[src/rtl/mc_dp_pkg.sv]
package mc_dp_pkg;
  typedef enum logic [2:0] {
    FN_ADD = 3'd0,
    FN_SUB = 3'd1,
    FN_AND = 3'd2,
    FN_OR  = 3'd3,
    FN_SLT = 3'd4
  } alu_fn_e;

  localparam logic [1:0] AOP_ADD   = 2'b00;
  localparam logic [1:0] AOP_SUB   = 2'b01;
  localparam logic [1:0] AOP_FUNCT = 2'b10;

  localparam logic [5:0] FC_ADD = 6'h20;
  localparam logic [5:0] FC_SUB = 6'h22;
  localparam logic [5:0] FC_AND = 6'h24;
  localparam logic [5:0] FC_OR  = 6'h25;
  localparam logic [5:0] FC_SLT = 6'h2A;

  localparam logic [1:0] SB_REG  = 2'b00;
  localparam logic [1:0] SB_FOUR = 2'b01;
  localparam logic [1:0] SB_IMM  = 2'b10;
  localparam logic [1:0] SB_IMM4 = 2'b11;

  localparam logic [1:0] PS_ALU   = 2'b00;
  localparam logic [1:0] PS_LATCH = 2'b01;
  localparam logic [1:0] PS_JUMP  = 2'b10;
endpackage

[src/rtl/mc_alu_ctl.sv]
module mc_alu_ctl
  import mc_dp_pkg::*;
(
  input  logic [1:0] op,
  input  logic [5:0] funct,
  output alu_fn_e    fn
);
  always_comb begin
    fn = FN_ADD;
    case (op)
      AOP_ADD: fn = FN_ADD;
      AOP_SUB: fn = FN_SUB;
      AOP_FUNCT: begin
        case (funct)
          FC_SUB:  fn = FN_SUB;
          FC_AND:  fn = FN_AND;
          FC_OR:   fn = FN_OR;
          FC_SLT:  fn = FN_SLT;
          default: fn = FN_ADD;
        endcase
      end
      default: fn = FN_ADD;
    endcase
  end
endmodule

[src/rtl/mc_alu.sv]
module mc_alu
  import mc_dp_pkg::*;
#(
  parameter int XLEN = 32
) (
  input  alu_fn_e         fn,
  input  logic [XLEN-1:0] opa,
  input  logic [XLEN-1:0] opb,
  output logic [XLEN-1:0] res,
  output logic            zero
);
  always_comb begin
    case (fn)
      FN_SUB:  res = opa - opb;
      FN_AND:  res = opa & opb;
      FN_OR:   res = opa | opb;
      FN_SLT:  res = ($signed(opa) < $signed(opb)) ? XLEN'(1) : '0;
      default: res = opa + opb;
    endcase
    zero = (res == '0);
  end
endmodule

[src/rtl/mc_regfile.sv]
module mc_regfile #(
  parameter int XLEN  = 32,
  parameter int NREGS = 32,
  localparam int RA_W = $clog2(NREGS)
) (
  input  logic            clk,
  input  logic            rst_n,
  input  logic [RA_W-1:0] ra1,
  input  logic [RA_W-1:0] ra2,
  input  logic [RA_W-1:0] wa,
  input  logic [XLEN-1:0] wd,
  input  logic            we,
  output logic [XLEN-1:0] rd1,
  output logic [XLEN-1:0] rd2
);
  logic [XLEN-1:0] rows [NREGS];

  for (genvar gi = 0; gi < NREGS; gi++) begin : g_row
    if (gi == 0) begin : g_zero
      assign rows[gi] = '0;
    end else begin : g_store
      logic [XLEN-1:0] q;
      logic            en;
      assign en = we && (wa == RA_W'(gi));
      always_ff @(posedge clk or negedge rst_n) begin
        if (!rst_n)  q <= '0;
        else if (en) q <= wd;
      end
      assign rows[gi] = q;
    end
  end

  assign rd1 = rows[ra1];
  assign rd2 = rows[ra2];

  AST_ZERO_ROW: assert property (@(posedge clk) disable iff (!rst_n)
    (ra1 == '0) |-> (rd1 == '0));

  AST_WRITE_LANDS: assert property (@(posedge clk) disable iff (!rst_n)
    (we && wa != '0) |=> (rows[$past(wa)] == $past(wd)));
endmodule

[src/rtl/mc_datapath.sv]
module mc_datapath
  import mc_dp_pkg::*;
#(
  parameter int XLEN  = 32,
  parameter int NREGS = 32,
  localparam int RA_W = $clog2(NREGS),
  localparam int IMM_W = 16,
  localparam int OPC_W = 6
) (
  input  logic             clk,
  input  logic             rst_n,
  input  logic             ctl_pc_wr,
  input  logic             ctl_pc_cond,
  input  logic [1:0]       ctl_pc_src,
  input  logic             ctl_addr_sel,
  input  logic             ctl_ir_wr,
  input  logic             ctl_dst_sel,
  input  logic             ctl_wb_sel,
  input  logic             ctl_rf_wr,
  input  logic             ctl_srca,
  input  logic [1:0]       ctl_srcb,
  input  logic [1:0]       ctl_alu_op,
  input  logic [XLEN-1:0]  mem_rdata,
  output logic [XLEN-1:0]  mem_addr,
  output logic [XLEN-1:0]  mem_wdata,
  output logic [OPC_W-1:0] opcode,
  output logic             eq_flag
);
  // reset: asynchronous assert, synchronous release
  logic [1:0] rst_pipe;
  logic       rst_sync_n;
  always_ff @(posedge clk or negedge rst_n) begin
    if (!rst_n) rst_pipe <= '0;
    else        rst_pipe <= {rst_pipe[0], 1'b1};
  end
  assign rst_sync_n = rst_pipe[1];

  logic [XLEN-1:0] pc_q, pc_d, ir_q, ir_d, mdr_q, a_q, b_q, aluout_q;
  logic [XLEN-1:0] srca, srcb, alu_y, imm_sx, jmp_tgt, pc_next, wb_data;
  logic [XLEN-1:0] rf_rd1, rf_rd2;
  logic [RA_W-1:0] wb_addr;
  logic            alu_zero, pc_en;
  alu_fn_e         alu_fn;

  // operand steering and next-state
  always_comb begin
    imm_sx  = {{(XLEN-IMM_W){ir_q[IMM_W-1]}}, ir_q[IMM_W-1:0]};
    jmp_tgt = {pc_q[XLEN-1:XLEN-4], ir_q[XLEN-7:0], 2'b00};
    srca    = ctl_srca ? a_q : pc_q;
    case (ctl_srcb)
      SB_REG:  srcb = b_q;
      SB_FOUR: srcb = XLEN'(4);
      SB_IMM:  srcb = imm_sx;
      default: srcb = imm_sx << 2;
    endcase
    case (ctl_pc_src)
      PS_LATCH: pc_next = aluout_q;
      PS_JUMP:  pc_next = jmp_tgt;
      default:  pc_next = alu_y;
    endcase
    pc_en   = ctl_pc_wr | (ctl_pc_cond & alu_zero);
    pc_d    = pc_en ? pc_next : pc_q;
    ir_d    = ctl_ir_wr ? mem_rdata : ir_q;
    wb_addr = ctl_dst_sel ? ir_q[11 +: RA_W] : ir_q[16 +: RA_W];
    wb_data = ctl_wb_sel ? mdr_q : aluout_q;
  end

  always_ff @(posedge clk or negedge rst_sync_n) begin
    if (!rst_sync_n) begin
      pc_q     <= '0;
      ir_q     <= '0;
      mdr_q    <= '0;
      a_q      <= '0;
      b_q      <= '0;
      aluout_q <= '0;
    end else begin
      pc_q     <= pc_d;
      ir_q     <= ir_d;
      mdr_q    <= mem_rdata;
      a_q      <= rf_rd1;
      b_q      <= rf_rd2;
      aluout_q <= alu_y;
    end
  end

  mc_regfile #(.XLEN(XLEN), .NREGS(NREGS)) u_rf (
    .clk   (clk),
    .rst_n (rst_sync_n),
    .ra1   (ir_q[21 +: RA_W]),
    .ra2   (ir_q[16 +: RA_W]),
    .wa    (wb_addr),
    .wd    (wb_data),
    .we    (ctl_rf_wr),
    .rd1   (rf_rd1),
    .rd2   (rf_rd2)
  );

  mc_alu_ctl u_actl (
    .op    (ctl_alu_op),
    .funct (ir_q[5:0]),
    .fn    (alu_fn)
  );

  mc_alu #(.XLEN(XLEN)) u_alu (
    .fn    (alu_fn),
    .opa   (srca),
    .opb   (srcb),
    .res   (alu_y),
    .zero  (alu_zero)
  );

  assign mem_addr  = ctl_addr_sel ? aluout_q : pc_q;
  assign mem_wdata = b_q;
  assign opcode    = ir_q[XLEN-1 -: OPC_W];
  assign eq_flag   = alu_zero;

  AST_IR_HOLD: assert property (@(posedge clk) disable iff (!rst_sync_n)
    !ctl_ir_wr |=> $stable(ir_q));

  AST_PC_HOLD: assert property (@(posedge clk) disable iff (!rst_sync_n)
    (!ctl_pc_wr && !(ctl_pc_cond && eq_flag)) |=> $stable(pc_q));

  AST_JUMP_REGION: assert property (@(posedge clk) disable iff (!rst_sync_n)
    (ctl_pc_wr && ctl_pc_src == PS_JUMP) |=>
      (pc_q[1:0] == 2'b00 && pc_q[XLEN-1:XLEN-4] == $past(pc_q[XLEN-1:XLEN-4])));

  AST_STORE_DATA: assert property (@(posedge clk) disable iff (!rst_sync_n)
    ctl_rf_wr |=> (mem_wdata == $past(rf_rd2)));
endmodule

[config.mk]
export PLATFORM = sky130hd
export DESIGN_NAME = mc_datapath
export DESIGN_NICKNAME = d
export VERILOG_FILES = /design/src/rtl/mc_dp_pkg.sv /design/src/rtl/mc_alu_ctl.sv /design/src/rtl/mc_alu.sv /design/src/rtl/mc_regfile.sv /design/src/rtl/mc_datapath.sv
export SDC_FILE = /design/constraint.sdc
export NUM_CORES = 2
export LEC_CHECK = 0
export BUFFER_PORTS_ARGS = -buffer_cell sky130_fd_sc_hd__buf_2
export CORE_ASPECT_RATIO = 1.4
export CORE_UTILIZATION = 47
export CTS_BUF_LIST = sky130_fd_sc_hd__clkbuf_4
export DETAILED_ROUTE_END_ITERATION = 16
export HOLD_SLACK_MARGIN = 0.1
export PLACE_DENSITY = 0.71
export RECOVER_POWER = 25
export SYNTH_ARGS = -nofsm -noshare
export SYNTH_HDL_FRONTEND = slang
export SYNTH_SLANG_ARGS = --single-unit
export TNS_END_PERCENT = 30
[constraint.sdc]
create_clock -name clk -period 45.5 [get_ports clk]
set_input_delay 4.55 -clock clk [delete_from_list [all_inputs] [get_ports clk]]
set_output_delay 4.55 -clock clk [all_outputs]
set_load 0.01 [all_outputs]
==> metrics <==
Slew @ Worst Pin=9.200 ns; FF-to-FF Start=rst_pipe[1]; Num CTS Buffers=301; most common cell after layout, fill and taps aside=dfrtp_1; Critical Path RT=40.95 ns; Initial Util=0.4754; Clock transition at path regs=0.07 ns; Core ar.=0.1345 sq mm; Power Density=68.25 mW/mm^2; FP Rows=159; Starting DRT DRC Count=6051; DRC=0; sequential area share after synthesis=0.4642; maximum VDD drop=0.03024 mV; CP Cell Sequence=buf_2, buf_4, mux2_2, inv_1, ha_1, inv_1, fa_1, nor2b_1, o311a_1, o311a_1, o211ai_2, a21oi_1, nand4b_1, a2111oi_0, or4b_1, nor4_4, and3_1, buf_2; crit path DAT=10.21 ns; Final Hold Viols=0; Routed Wire Length=208600 microns; HP Class=reg2reg; cts hold-fix bufs=0; MaxCap Viol Count=11; Die W=313.7 microns; WS Path Type=in2out; commonest cells after routing, fill and taps aside=dfrtp_1 (1176), a21oi_1 (1110), nor2_1 (1037), mux4_2 (576), clkbuf_4 (418); vias post-DR=49570; Net Count, Synth=5836; Syn. warnings=0; R2R depth=2; hold_sp=rst_pipe[0]; Nets=5829; CTS sink cnt=1186; leakage=29.02 nW; grt ovf=0; status=finished, violations left; synth unique cells=89; GPL Wtd Cong=0.9727; clk root buf=clkbuf_4; first-pass GRT wire length=310800 microns; hold path depth=0; Critical Path Fanout Max=32; worst reg2reg endpoint=u_rf.g_row[23].g_store.q[30]; Layout Skew=0.09453 ns; CTS max path bufs=4; final setup violation count=0; post-synthesis cell area=0.06394 sq mm; Post-synth EDFFs=0; Min Clock Period, post-route=14.76 ns; # IOs=119; WHS Endpoint=rst_pipe[1]; RSZ-0062 raised after global routing=false; ys async rst share=1.000; port bufs=118; Seq cells post-synth=1186; critical path's slowest cell=a2111oi_0; Setup crit end kind=output pin; H-tree depth=5; Synth Flop Type=dfrtp_1; GR Util All Layers=0.3047; final number of max-transition violations=928; failing checks=max-capacitance violations, max-slew violations; vias per cell=6.471; initial antenna violation count=10; antenna violation net count after detailed routing=0; Tcrit/Tclk final=0.3244; Die ar.=0.1375 sq mm; Slew headroom=-5.133; f_max=67.75 MHz; crit start category=input pin; die outline height=438.4 microns; flop2flop setup slack=31.73 ns; Mapped Cells=5686; Post-CTS Resized=0; Skew-Pair Late Insertion Delay=1.33 ns; Avg WL per Cell=27.23 microns; WHS=0.3513 ns; largest net degree at the start of global routing=177; CTS tree=done; Syn Area/Cell=11.24 sq um; Core Util, Final=0.5169; largest stage delay on the critical path=0.88 ns; setup TNS=0 ns; synthesis-to-finish area growth=8.728%; post-CTS setup buffer count=0; vias in the first global route=49620; ratio of cells with drive above 1 in the final layout=0.2687; dpl hpwl=124700 microns; drt first pass iters=6
-- logic make-up (layout without fill, tap and decap cells) --
| kind of cell | count (synthesis) | in the layout | share of synthesized area |
|---|---|---|---|
| multiplexers | 880 | 880 | 0.2562 |
| AND/OR/NAND/NOR | 1345 | 1345 | 0.08573 |
| buffers and inverters | 659 | 849 | 0.03955 |
| XOR/XNOR | 8 | 8 | 0.001096 |
| adder cells (fa/ha/maj) | 102 | 102 | 0.02020 |
| flip-flops | 1186 | 1186 | 0.4642 |
| other | 1 | 14 | 0.00005865 |
| AO/OA/AOI/OAI | 1505 | 1505 | 0.1330 |
-- metal layers --
metal	track usage	vias to the layer above	share of wire
met3	0.06160	712	0.097
met1	0.3947	24990	0.37
met4	0.1758	0	0.058
met2	0.4780	2930	0.47
li1	-	20940	-
met5	0	-	0
-- cell usage after synthesis, drive strengths merged, types with 24 or more instances --
cell type | number | area [sq um]
a221oi | 25 | 219.0
ha | 100 | 1251
o211ai | 24 | 185.2
o21ai | 106 | 530.5
a21o | 27 | 202.7
inv | 110 | 412.9
nor2 | 1069 | 4013
mux4 | 576 | 12970
mux2 | 232 | 2688
buf | 91 | 396.6
a22o | 51 | 446.7
a21oi | 1110 | 5555
nand2 | 122 | 457.9
dfrtp | 1186 | 29680
mux2i | 72 | 720.7
clkbuf | 457 | 1715
-- worst max-delay path: cells and delay by family --
family                     cells  cell delay (ns)
buffers and inverters          5             0.87
AOI/OAI and AO/OA              5             2.14
muxes                          1             0.42
and+or+nand+nor                5             1.60
adders and majority gates      2             0.60
-- power by group --
| group | internal (mW) | switching [mW] | leakage (nW) |
|---|---|---|---|
| clock network | 0.434 | 0.444 | 2.11 |
| logic | 0.956 | 0.931 | 12.6 |
| registers | 1.55 | 0.428 | 14.3 |
-- area by class of cell --
| type | instances | area, sq um |
|---|---|---|
| well taps | 1771 | 2216 |
| multi-input cells | 3841 | 32140 |
| fillers | 11590 | 64970 |
| inverters | 111 | 416.7 |
| clock buffers | 418 | 3138 |
| repair buffers | 238 | 1494 |
| clock inverters | 82 | 374.1 |
| flip-flops and latches | 1186 | 29710 |
| diodes | 13 | 32.53 |
-- flip-flops by register name, indices dropped and copies added (netlist names) --
| name | cells |
|---|---|
| u_rf.g_row.g_store.q | 992 |
| a_q | 32 |
| aluout_q | 32 |
| ir_q | 32 |
| mdr_q | 32 |
| mem_wdata | 32 |
| pc_q | 32 |
| rst_pipe | 2 |
-- worst max path at each step --
stage / cells past startpoint / startpoint / slack [ns] / end
global route: 2 / rst_pipe[1] / 29.15 / u_rf.g_row[23].g_store.q[30]
finish: 18 / ctl_srca / 30.74 / eq_flag
detailed placement: 18 / ctl_srca / 30.85 / eq_flag
global placement: 18 / ctl_srca / 30.89 / eq_flag
floorplan: 0 / rst_pipe[1] / 9.99 / a_q[0]
CTS: 18 / ctl_srca / 30.84 / eq_flag
-- stage by stage --
step	instances	worst slack, ns	area (sq um)	total power [mW]
floorplan	5686	9.992	63940	3.279
global placement	7147	30.89	66040	3.748
detailed placement	7147	30.85	66040	3.841
CTS	7647	30.84	69550	4.724
global route	7656	29.15	69510	5.019
finish	7660	30.74	69520	4.744
Power figures use the tool's default switching activity.
